==> src/rtl/rxaf_pkg.sv <==
package rxaf_pkg;
   localparam logic [31:0] CRC_POLY_REFL = 32'hEDB8_8320;
   localparam int MODE_BRO_BIT = 3;
   localparam int MODE_IAM_BIT = 4;
   localparam int MODE_PRO_BIT = 5;

   typedef struct packed {
      logic promisc;
      logic iam;
      logic bro_rej;
   } mode_t;

   typedef enum logic [2:0] {
      REG_STA_LO = 3'd0,
      REG_STA_HI = 3'd1,
      REG_HASH_LO = 3'd2,
      REG_HASH_HI = 3'd3,
      REG_MODE = 3'd4
   } reg_sel_e;

   // One byte through the reflected CRC, low bit first, no inversion.
   function automatic logic [31:0] crc_byte(input logic [31:0] c, input logic [7:0] d);
      logic [31:0] r;
      r = c ^ {24'd0, d};
      for (int k = 0; k < 8; k++) begin
         r = r[0] ? ((r >> 1) ^ CRC_POLY_REFL) : (r >> 1);
      end
      return r;
   endfunction
endpackage

==> src/rtl/rxaf_cfg_regs.sv <==
module rxaf_cfg_regs
   import rxaf_pkg::*;
#(
   parameter int DATA_W = 32,
   parameter int ADDR_W = 3,
   parameter int NBYTES = 6
) (
   input  logic                  clk,
   input  logic                  rst_n,
   input  logic                  cfg_wr,
   input  logic [ADDR_W-1:0]     cfg_addr,
   input  logic [DATA_W-1:0]     cfg_wdata,
   output logic [NBYTES*8-1:0]   station,
   output logic [2*DATA_W-1:0]   hash,
   output mode_t                 mode
);
   localparam int HI_BITS = NBYTES * 8 - DATA_W;

   logic [DATA_W-1:0]  sta_lo_q, hash_lo_q, hash_hi_q;
   logic [HI_BITS-1:0] sta_hi_q;
   logic               unused_wdata_hi;

   assign unused_wdata_hi = ^cfg_wdata[DATA_W-1:HI_BITS];

   always_ff @(posedge clk or negedge rst_n) begin
      if (!rst_n) begin
         sta_lo_q  <= '0;
         sta_hi_q  <= '0;
         hash_lo_q <= '0;
         hash_hi_q <= '0;
         mode      <= '0;
      end else if (cfg_wr) begin
         case (cfg_addr)
            ADDR_W'(REG_STA_LO):  sta_lo_q  <= cfg_wdata;
            ADDR_W'(REG_STA_HI):  sta_hi_q  <= cfg_wdata[HI_BITS-1:0];
            ADDR_W'(REG_HASH_LO): hash_lo_q <= cfg_wdata;
            ADDR_W'(REG_HASH_HI): hash_hi_q <= cfg_wdata;
            ADDR_W'(REG_MODE): begin
               mode.promisc <= cfg_wdata[MODE_PRO_BIT];
               mode.iam     <= cfg_wdata[MODE_IAM_BIT];
               mode.bro_rej <= cfg_wdata[MODE_BRO_BIT];
            end
            default: ;
         endcase
      end
   end

   // First received byte sits in the top byte of station.
   assign station = {sta_hi_q, sta_lo_q};
   assign hash    = {hash_hi_q, hash_lo_q};
endmodule

==> src/rtl/rxaf_crc_acc.sv <==
module rxaf_crc_acc
   import rxaf_pkg::*;
#(
   parameter int IDX_W = 6
) (
   input  logic             clk,
   input  logic             rst_n,
   input  logic             en,
   input  logic             start,
   input  logic [7:0]       data,
   output logic [IDX_W-1:0] hash_idx
);
   logic [31:0] crc_q, crc_nxt;

   assign crc_nxt  = crc_byte(start ? 32'hFFFF_FFFF : crc_q, data);
   assign hash_idx = crc_nxt[31 -: IDX_W];

   always_ff @(posedge clk or negedge rst_n) begin
      if (!rst_n)  crc_q <= 32'hFFFF_FFFF;
      else if (en) crc_q <= crc_nxt;
   end
endmodule

==> src/rtl/rxaf_decide.sv <==
module rxaf_decide
   import rxaf_pkg::*;
#(
   parameter int NBYTES = 6,
   parameter int HASH_W = 64,
   parameter int IDX_W  = 6
) (
   input  logic                clk,
   input  logic                rst_n,
   input  logic                byte_valid,
   input  logic                frame_start,
   input  logic [7:0]          byte_data,
   input  logic [NBYTES*8-1:0] station,
   input  logic [HASH_W-1:0]   hash,
   input  mode_t               mode,
   input  logic [IDX_W-1:0]    hash_idx,
   output logic                crc_en,
   output logic                crc_start,
   output logic                dec_valid,
   output logic                accept
);
   localparam int CNT_W = $clog2(NBYTES + 1);

   logic [CNT_W-1:0] cnt_q, idx;
   logic [7:0]       sta_b [NBYTES];
   logic [7:0]       sta_sel;
   logic             match_q, bcast_q, mcast_q;
   logic             match_n, bcast_n, mcast_n;
   logic             take, last, hit, verdict;

   for (genvar g = 0; g < NBYTES; g++) begin : g_sta
      assign sta_b[g] = station[(NBYTES-g)*8-1 -: 8];
   end

   assign idx  = frame_start ? '0 : cnt_q;
   assign take = byte_valid && (frame_start || (cnt_q != '0 && cnt_q < CNT_W'(NBYTES)));
   assign last = take && (idx == CNT_W'(NBYTES - 1));

   always_comb begin
      sta_sel = '0;
      for (int i = 0; i < NBYTES; i++) begin
         if (idx == CNT_W'(i)) sta_sel = sta_b[i];
      end
   end

   assign match_n = (frame_start | match_q) & (byte_data == sta_sel);
   assign bcast_n = (frame_start | bcast_q) & (byte_data == 8'hFF);
   assign mcast_n = frame_start ? byte_data[0] : mcast_q;
   assign hit     = hash[hash_idx];

   always_comb begin
      if (mode.promisc)  verdict = 1'b1;
      else if (bcast_n)  verdict = !mode.bro_rej;
      else if (mcast_n)  verdict = hit;
      else               verdict = match_n || (mode.iam && hit);
   end

   assign crc_en    = take;
   assign crc_start = byte_valid && frame_start;

   always_ff @(posedge clk or negedge rst_n) begin
      if (!rst_n) begin
         cnt_q     <= '0;
         match_q   <= 1'b0;
         bcast_q   <= 1'b0;
         mcast_q   <= 1'b0;
         dec_valid <= 1'b0;
         accept    <= 1'b0;
      end else begin
         dec_valid <= last;
         if (take) begin
            cnt_q   <= idx + 1'b1;
            match_q <= match_n;
            bcast_q <= bcast_n;
            mcast_q <= mcast_n;
         end
         if (last) accept <= verdict;
      end
   end


   dec_pulse_chk: assert property (@(posedge clk) disable iff (!rst_n)
      dec_valid |=> !dec_valid);

   dec_after_byte_chk: assert property (@(posedge clk) disable iff (!rst_n)
      dec_valid |-> $past(byte_valid));

   accept_hold_chk: assert property (@(posedge clk) disable iff (!rst_n)
      !dec_valid |-> $stable(accept));
endmodule

==> src/rtl/rx_addr_filter.sv <==
module rx_addr_filter
   import rxaf_pkg::*;
#(
   parameter int DATA_W = 32,
   parameter int ADDR_W = 3,
   parameter int NBYTES = 6
) (
   input  logic              clk,
   input  logic              rst_n,
   input  logic              cfg_wr,
   input  logic [ADDR_W-1:0] cfg_addr,
   input  logic [DATA_W-1:0] cfg_wdata,
   input  logic              byte_valid,
   input  logic              frame_start,
   input  logic [7:0]        byte_data,
   output logic              dec_valid,
   output logic              accept
);
   localparam int HASH_W = 2 * DATA_W;
   localparam int IDX_W  = $clog2(HASH_W);

   if (NBYTES != 6) begin : g_bad_nbytes
      $error("rx_addr_filter: destination address must be six bytes");
   end
   if (DATA_W != 32) begin : g_bad_width
      $error("rx_addr_filter: register width must be 32");
   end
   if (ADDR_W < 3) begin : g_bad_addr
      $error("rx_addr_filter: register select needs at least 3 bits");
   end

   logic [NBYTES*8-1:0] station;
   logic [HASH_W-1:0]   hash;
   mode_t               mode;
   logic [IDX_W-1:0]    hash_idx;
   logic                crc_en, crc_start;

   rxaf_cfg_regs #(.DATA_W(DATA_W), .ADDR_W(ADDR_W), .NBYTES(NBYTES)) regs_i (
      .clk(clk), .rst_n(rst_n), .cfg_wr(cfg_wr), .cfg_addr(cfg_addr),
      .cfg_wdata(cfg_wdata), .station(station), .hash(hash), .mode(mode));

   rxaf_crc_acc #(.IDX_W(IDX_W)) crc_i (
      .clk(clk), .rst_n(rst_n), .en(crc_en), .start(crc_start),
      .data(byte_data), .hash_idx(hash_idx));

   rxaf_decide #(.NBYTES(NBYTES), .HASH_W(HASH_W), .IDX_W(IDX_W)) dec_i (
      .clk(clk), .rst_n(rst_n), .byte_valid(byte_valid), .frame_start(frame_start),
      .byte_data(byte_data), .station(station), .hash(hash), .mode(mode),
      .hash_idx(hash_idx), .crc_en(crc_en), .crc_start(crc_start),
      .dec_valid(dec_valid), .accept(accept));


   promisc_accept_chk: assert property (@(posedge clk) disable iff (!rst_n)
      dec_valid |-> (accept || !$past(mode.promisc)));
endmodule

==> config.mk <==
export PLATFORM = sky130hd
export DESIGN_NAME = rx_addr_filter
export DESIGN_NICKNAME = d
export VERILOG_FILES = /design/src/rtl/rxaf_pkg.sv /design/src/rtl/rxaf_cfg_regs.sv /design/src/rtl/rxaf_crc_acc.sv /design/src/rtl/rxaf_decide.sv /design/src/rtl/rx_addr_filter.sv
export SDC_FILE = /design/constraint.sdc
export NUM_CORES = 1
export LEC_CHECK = 0
export BUFFER_PORTS_ARGS = -buffer_cell sky130_fd_sc_hd__buf_2
export CORE_MARGIN = 2
export CORE_UTILIZATION = 60
export DETAILED_ROUTE_END_ITERATION = 8
export GPL_TIMING_DRIVEN = 0
export HOLD_SLACK_MARGIN = 0.05
export PLACE_DENSITY = 0.75
export SLEW_MARGIN = 20
export SYNTH_ARGS = -nofsm -noshare
export SYNTH_HDL_FRONTEND = slang
export SYNTH_SLANG_ARGS = --single-unit
==> constraint.sdc <==
create_clock -name clk -period 4.45 [get_ports clk]
set_input_delay 0.2225 -clock clk [delete_from_list [all_inputs] [get_ports clk]]
set_output_delay 0.2225 -clock clk [all_outputs]
set_load 0.1 [all_outputs]
# Word level (Yosys, flattened, before mapping)
# Cells that the tools add are included.
[word_totals] word_cells=79 ff_bits=155 input_bits=48 output_inout_bits=2
[classes] add_sub_neg=1 n_eq_ne=11 reduce_logical=16 n_lt_le_gt_ge=2 bitwise_logic=13 mux=22
[op_table] cell="2-to-1 mux 32 bit" n=9
[op_table] cell="inverter 13 -> 14 bit" n=8
[op_table] cell="2-to-1 mux 8 bit" n=6
[op_table] cell="bitwise XOR 32 x 8 -> 32 bit" n=1
[op_table] cell="== test 3 x 2 -> 1 bit (second input constant)" n=4
[op_table] cell="AND reduction 2 bit" n=5
[op_table] cell="== test 3 bit (second input constant)" n=3
[op_table] cell="== test 8 bit" n=1
[op_table] cell="== test 8 bit (second input constant)" n=1
[op_table] cell="< comparator 6 x 7 -> 1 bit (second input constant)" n=1
[op_table] cell="binary-select mux 1 bit (select 6 bit)" n=1
[op_table] cell="== test 3 x 1 -> 1 bit (second input constant)" n=2
[op_table] cell="zero test 3 bit" n=2
[op_table] cell="logical AND 1 bit" n=5
[op_table] cell="2-to-1 mux 1 bit" n=5
[op_table] cell="adder 3 x 1 -> 3 bit (second input constant)" n=1
[op_table] cell="< comparator 3 bit (second input constant)" n=1
[op_table] cell="2-to-1 mux 3 bit" n=1
[op_table] cell="nonzero test 3 bit" n=1
[op_table] cell="bitwise AND 1 bit" n=2
[op_table] cell="logical OR 1 bit" n=2
[op_table] cell="bitwise OR 1 bit" n=2
[op_table] cell="zero test 1 bit" n=1

# Logic depth before layout (Yosys ltp)
[depth] ltp_word=26 ltp_mapped=16 ltp_nobuf=14

# By module
# A second synthesis with hierarchy kept.
[hier_totals] hier_cells=701 area_unflattened_um2=8495.6
[modules_own_cells] module="rxaf_cfg_regs" n_inst=1 area_per_inst_um2=4339.2 cells_per_inst=247 seq_area_each_um2=2877.8
[modules_own_cells] module="rxaf_crc_acc" n_inst=1 area_per_inst_um2=2275.9 cells_per_inst=234 seq_area_each_um2=840.8
[modules_own_cells] module="rxaf_decide" n_inst=1 area_per_inst_um2=1880.6 cells_per_inst=220 seq_area_each_um2=200.2

# Least setup slack after synthesis
# OpenSTA, ideal clock, no wires.
[synth_path] kind="register to register" startpoint="register crc_i.crc_q[4]" endpoint="register dec_i.accept" setup_slack_ps=1135 required_time_ps=4330 synth_period_minus_slack_ps=3315 path_stages_with_launch=13 t_arrival_ps=3195 setup_ps=120 n_path_buf=2 cell_sequence="dfstp_2 > clkbuf_1 > xnor2_1 > nor2_2 > xnor2_4 > xnor2_2 > xor2_2 > buf_4 > mux4_2 > mux2_2 > a21oi_1 > o21ai_0 > a41o_1"
[synth_between] elab_chain_len=19 word_cells_on_any_way=20 cone_classes="mux (14); bitwise (4); reduce/logical (2)"
[synth_lines] item="from (decl)" line_no="rxaf_crc_acc.sv:13" rtl="logic [31:0] crc_q, crc_nxt;"
[synth_lines] item="from (signal assigned)" line_no="rxaf_crc_acc.sv:20" rtl="else if (en) crc_q <= crc_nxt;"
[synth_lines] item="2-to-1 mux 32 bit *" line_no="rxaf_crc_acc.sv:15" rtl="assign crc_nxt = crc_byte(start ? 32'hFFFF_FFFF : crc_q, data);"
[synth_lines] item="bitwise XOR 32 x 8 -> 32 bit *" line_no="rxaf_pkg.sv:24" rtl="r = c ^ {24'd0, d};"
[synth_lines] item="2-to-1 mux 32 bit * (6 in series)" line_no="rxaf_pkg.sv:26" rtl="r = r[0] ? ((r >> 1) ^ CRC_POLY_REFL) : (r >> 1);"
[synth_lines] item="inverter 13 -> 14 bit (no line) or 2-to-1 mux 32 bit (tied branches)"
[synth_lines] item="2-to-1 mux 32 bit *" line_no="rxaf_pkg.sv:26"
[synth_lines] item="inverter 13 -> 14 bit (no line) or 2-to-1 mux 32 bit (tied branches)"
[synth_lines] item="2-to-1 mux 32 bit *" line_no="rxaf_pkg.sv:26"
[synth_lines] item="binary-select mux 1 bit (select 6 bit) *" line_no="rxaf_decide.sv:49" rtl="assign hit = hash[hash_idx];"
[synth_lines] item="2-to-1 mux 1 bit (implied by the code) *" line_no="rxaf_decide.sv:49"
[synth_lines] item="logical AND 1 bit" line_no="rxaf_decide.sv:55" rtl="else verdict = match_n || (mode.iam && hit);"
[synth_lines] item="logical OR 1 bit" line_no="rxaf_decide.sv:55"
[synth_lines] item="2-to-1 mux 1 bit *" line_no="rxaf_decide.sv:54" rtl="else if (mcast_n) verdict = hit;"
[synth_lines] item="2-to-1 mux 1 bit *" line_no="rxaf_decide.sv:53" rtl="else if (bcast_n) verdict = !mode.bro_rej;"
[synth_lines] item="2-to-1 mux 1 bit *" line_no="rxaf_decide.sv:52" rtl="if (mode.promisc) verdict = 1'b1;"
[synth_lines] item="to (signal assigned)" line_no="rxaf_decide.sv:77" rtl="if (last) accept <= verdict;"
[synth_lines] item="to (decl)" line_no="rxaf_decide.sv:20" rtl="output logic accept"
# Every way passes the cells marked *; elsewhere a longest branch is shown, timed or not. The select of a mux whose other input is x is not followed.
# A chain may end at the register's enable or synchronous reset.

# Final worst setup path
# Ends and elaborated chain as after synthesis.

==> impl_metrics.py <==
metrics = {
    "route": {
        "vias_per_cell": 5.905,
        "route.detailed.drc": 0,
        "antenna_left": 0,
        "wl_um": 19780,
        "dr.pass1.iters": 5,
        "wire_per_inst_um": 20.69,
        "drt_iter0_markers": 341,
        "via_count": 5645,
    },
    "logic_synthesis": {
        "yosysTopAreaCell": "dfrtp_1",
        "ys_seq_area_frac": 0.4767,
        "synth_ff_type": "dfrtp_1",
        "synthCells": 704,
        "syn_avg_cell_area_um2": 11.68,
        "yosys_warnings": 0,
        "syn_nets": 755,
        "synth_top_area_frac": 0.3744,
        "synth.area.top_cells": "dfrtp_1, mux2_2, dfstp_2",
        "synth-async-reset-ratio": 1.000,
        "synth_edf_count": 0,
        "synthDistinctLibCells": 52,
        "ys_ff_latch": 155,
        "syn_area_um2": 8220,
    },
    "floorplan": {
        "die_w_um": 121.1,
        "die_area_um2": 14650,
        "core_um2": 13300,
        "ioPinCount": 50,
        "die-height_um": 121.1,
        "start_util": 0.6183,
        "std_cell_rows": 42,
    },
    "global_route": {
        "grt_pass1_vias": 5965,
        "grt_overflow_total": 0,
        "gr-usage-all-layers": 0.2928,
        "grt_max_degree": 80,
        "antenna_found_initial": 0,
        "grt_first_pass_wirelength_um": 32110,
    },
    "timing": {
        "fin_ws_ns": 0.2413,
        "slew_viol_final": 0,
        "setup_violations": 0,
        "min_period_ns": 4.209,
        "relSlewSlack": 0.3832,
        "whs_ns": 0.06291,
        "rsz0062_at_grt": "false",
        "finClkSkew_ns": 0.004624,
        "fmax_mhz": 237.6,
        "hold_viol": 0,
        "timing.final.crit_share": 0.9458,
        "tns_ns": 0,
        "worst_slew_pin_slew_ns": 0.9233,
    },
    "power_and_ir_drop": {
        "p_leak_nw": 3.825,
        "ir_worst_vdd_uv": 578.5,
        "p_per_area_nw_per_um2": 867.4,
    },
    "placed_design": {
        "dpl_cell_area_um2": 8698,
        "dpl_worst_slack_ns": 0.2988,
        "port_buffers": 41,
        "gp_congestion": 0.9451,
        "hpwl_um": 14340,
    },
    "status": {
        "outcome": "completed",
    },
    "flow_run": {
        "cap_violations": 0,
    },
    "cells_and_area": {
        "drive_above_1_share": 0.3397,
        "fin_area_um2": 9268,
        "diodes": 0,
        "n_fill_cell": 981,
        "final_cell_mix": "dfrtp_1, mux2_2, nand2_1, xnor2_1, nor2_1",
        "area_growth_pct": 12.74,
        "final_common_cell": "dfrtp_1",
        "nets": 818,
    },
    "clock_network": {
        "clock_tree.root_cell": "clkbuf_16",
        "clk_path_buf_depth": 2,
        "cts_resized": 0,
        "clock_latency_ns": 0.43,
        "cts_tree": "done",
        "htree_levels": 4,
        "clk_pin_slew_worst_paths_ns": 0.06,
        "cts_num_sinks": 155,
        "cts_buffers": 17,
    },
    "worst_hold_path": {
        "worstHoldPathCells": 2,
        "min_to": "regs_i.sta_lo_q[21]",
        "hold_start": "cfg_wdata[21]",
        "holdCritPathClass": "in -> reg",
    },
    "setup_path": {
        "reg2reg_depth": 12,
        "r2r-start": "crc_i.crc_q[4]",
        "worstPathArrival_ns": 4.52,
        "reg2reg_slack_ns": 0.24,
        "r2r-end": "dec_i.accept",
        "critPathMaxFanout": 10,
        "cp-end-kind": "flip-flop",
        "timing_worst_setup_path_type": "reg -> reg",
        "start_kind": "flip-flop",
        "required_ns": 4.77,
    },
}
[where the power goes]
group	switching (W)	total, W	internal (W)
Clock	0.000591	0.00134	0.000746
Combinational	0.00247	0.00453	0.00207
Sequential	0.000247	0.00217	0.00192
Total	0.00330	0.00804	0.00474
[how the worst max path moves through the flow]
stage / slack (ns) / end / startpoint
CTS: 0.26 / dec_i.accept / crc_i.crc_q[4]
global placement: 0.27 / dec_i.accept / crc_i.crc_q[4]
floorplan: 1.13 / dec_i.accept / crc_i.crc_q[4]
global route: 0.11 / dec_i.accept / crc_i.crc_q[4]
detailed placement: 0.30 / dec_i.accept / crc_i.crc_q[4]
finish: 0.24 / dec_i.accept / crc_i.crc_q[4]
[per-stage QoR]
| step | std cells | total power [W] | util |
|---|---|---|---|
| CTS | 955 | 0.008034 | 0.6963 |
| global placement | 921 | 0.006528 | 0.6503 |
| floorplan | 704 | 0.005457 | - |
| detailed placement | 922 | 0.006667 | 0.6542 |
| global route | 956 | 0.008465 | 0.6971 |
| finish | 956 | 0.008039 | 0.6971 |
[sequential cells by signal (all words and copies together) (netlist names), 3 cells and up]
signal and count:
dec_i.cnt_q 3, regs_i.hash_lo_q 32, regs_i.hash_hi_q 32, regs_i.mode 3, regs_i.sta_lo_q 32, crc_i.crc_q 32, regs_i.sta_hi_q 16
[cells in the mapped netlist, types with 4 or more instances]
cell type / instances
mux2_2: 117
dfrtp_1: 123
inv_1: 9
o221ai_1: 4
mux4_1: 4
o21ai_0: 35
xor2_1: 22
nor2b_1: 5
mux4_2: 11
dfstp_2: 32
mux2i_1: 5
nand3_1: 8
nand2b_1: 9
a21oi_1: 26
nor3_1: 6
nor2_1: 53
xnor2_1: 72
xnor2_4: 4
nand2_1: 70
buf_2: 5
clkbuf_1: 28
[what timing repair did]
| item | CTS | global route |
|---|---|---|
| setup endpoints to repair | 0 | 0 |
| setup buffers | 0 | 0 |
| hold buffers | 1 | 1 |
| hold endpoints to repair | 76 | 1 |
[critical path: stages (launching register included)]
cell	delay [ns]
dfstp_2	0.51
clkbuf_1	0.32
xnor2_1	0.19
nor2_2	0.09
xnor2_4	0.44
xnor2_2	0.20
xor2_2	0.54
buf_4	0.37
mux4_2	0.54
mux2_2	0.28
a21oi_1	0.14
o21ai_0	0.17
a41o_1	0.29
[metal layers]
metal	vias up	global-route usage	share of wire
met1	2874	0.3781	0.43
met3	45	0.05639	0.041
met2	177	0.4846	0.50
li1	2549	-	-
met5	-	0	0
met4	0	0.1243	0.033
[final cells by class]
type                            instances  area [µm²]  share of cell area
Multi-Input combinational cell        496        4078              0.4400
Sequential cell                       155        3919              0.4228
Clock buffer                           20       456.7             0.04928
Timing Repair Buffer                   44       262.8             0.02835
Tap cell                              176       220.2             0.02376
Buffer                                 44       205.2             0.02214
Clock inverter                         12       92.59            0.009991
Inverter                                9       33.78            0.003645
[logic make-up (layout without fill, tap and decap cells)]
kind of cell / Yosys count / in the layout / synth area share
AOI/OAI and AO/OA: 85 / 85 / 0.06103
xor gates and xnor gates: 105 / 105 / 0.1301
adders and majority gates: 3 / 3 / 0.004567
buffers and inverters: 53 / 129 / 0.02907
DFF: 155 / 155 / 0.4767
muxes: 137 / 137 / 0.2093
and+or+nand+nor: 166 / 166 / 0.08919
Note: power is estimated with default switching activity, not from simulation.
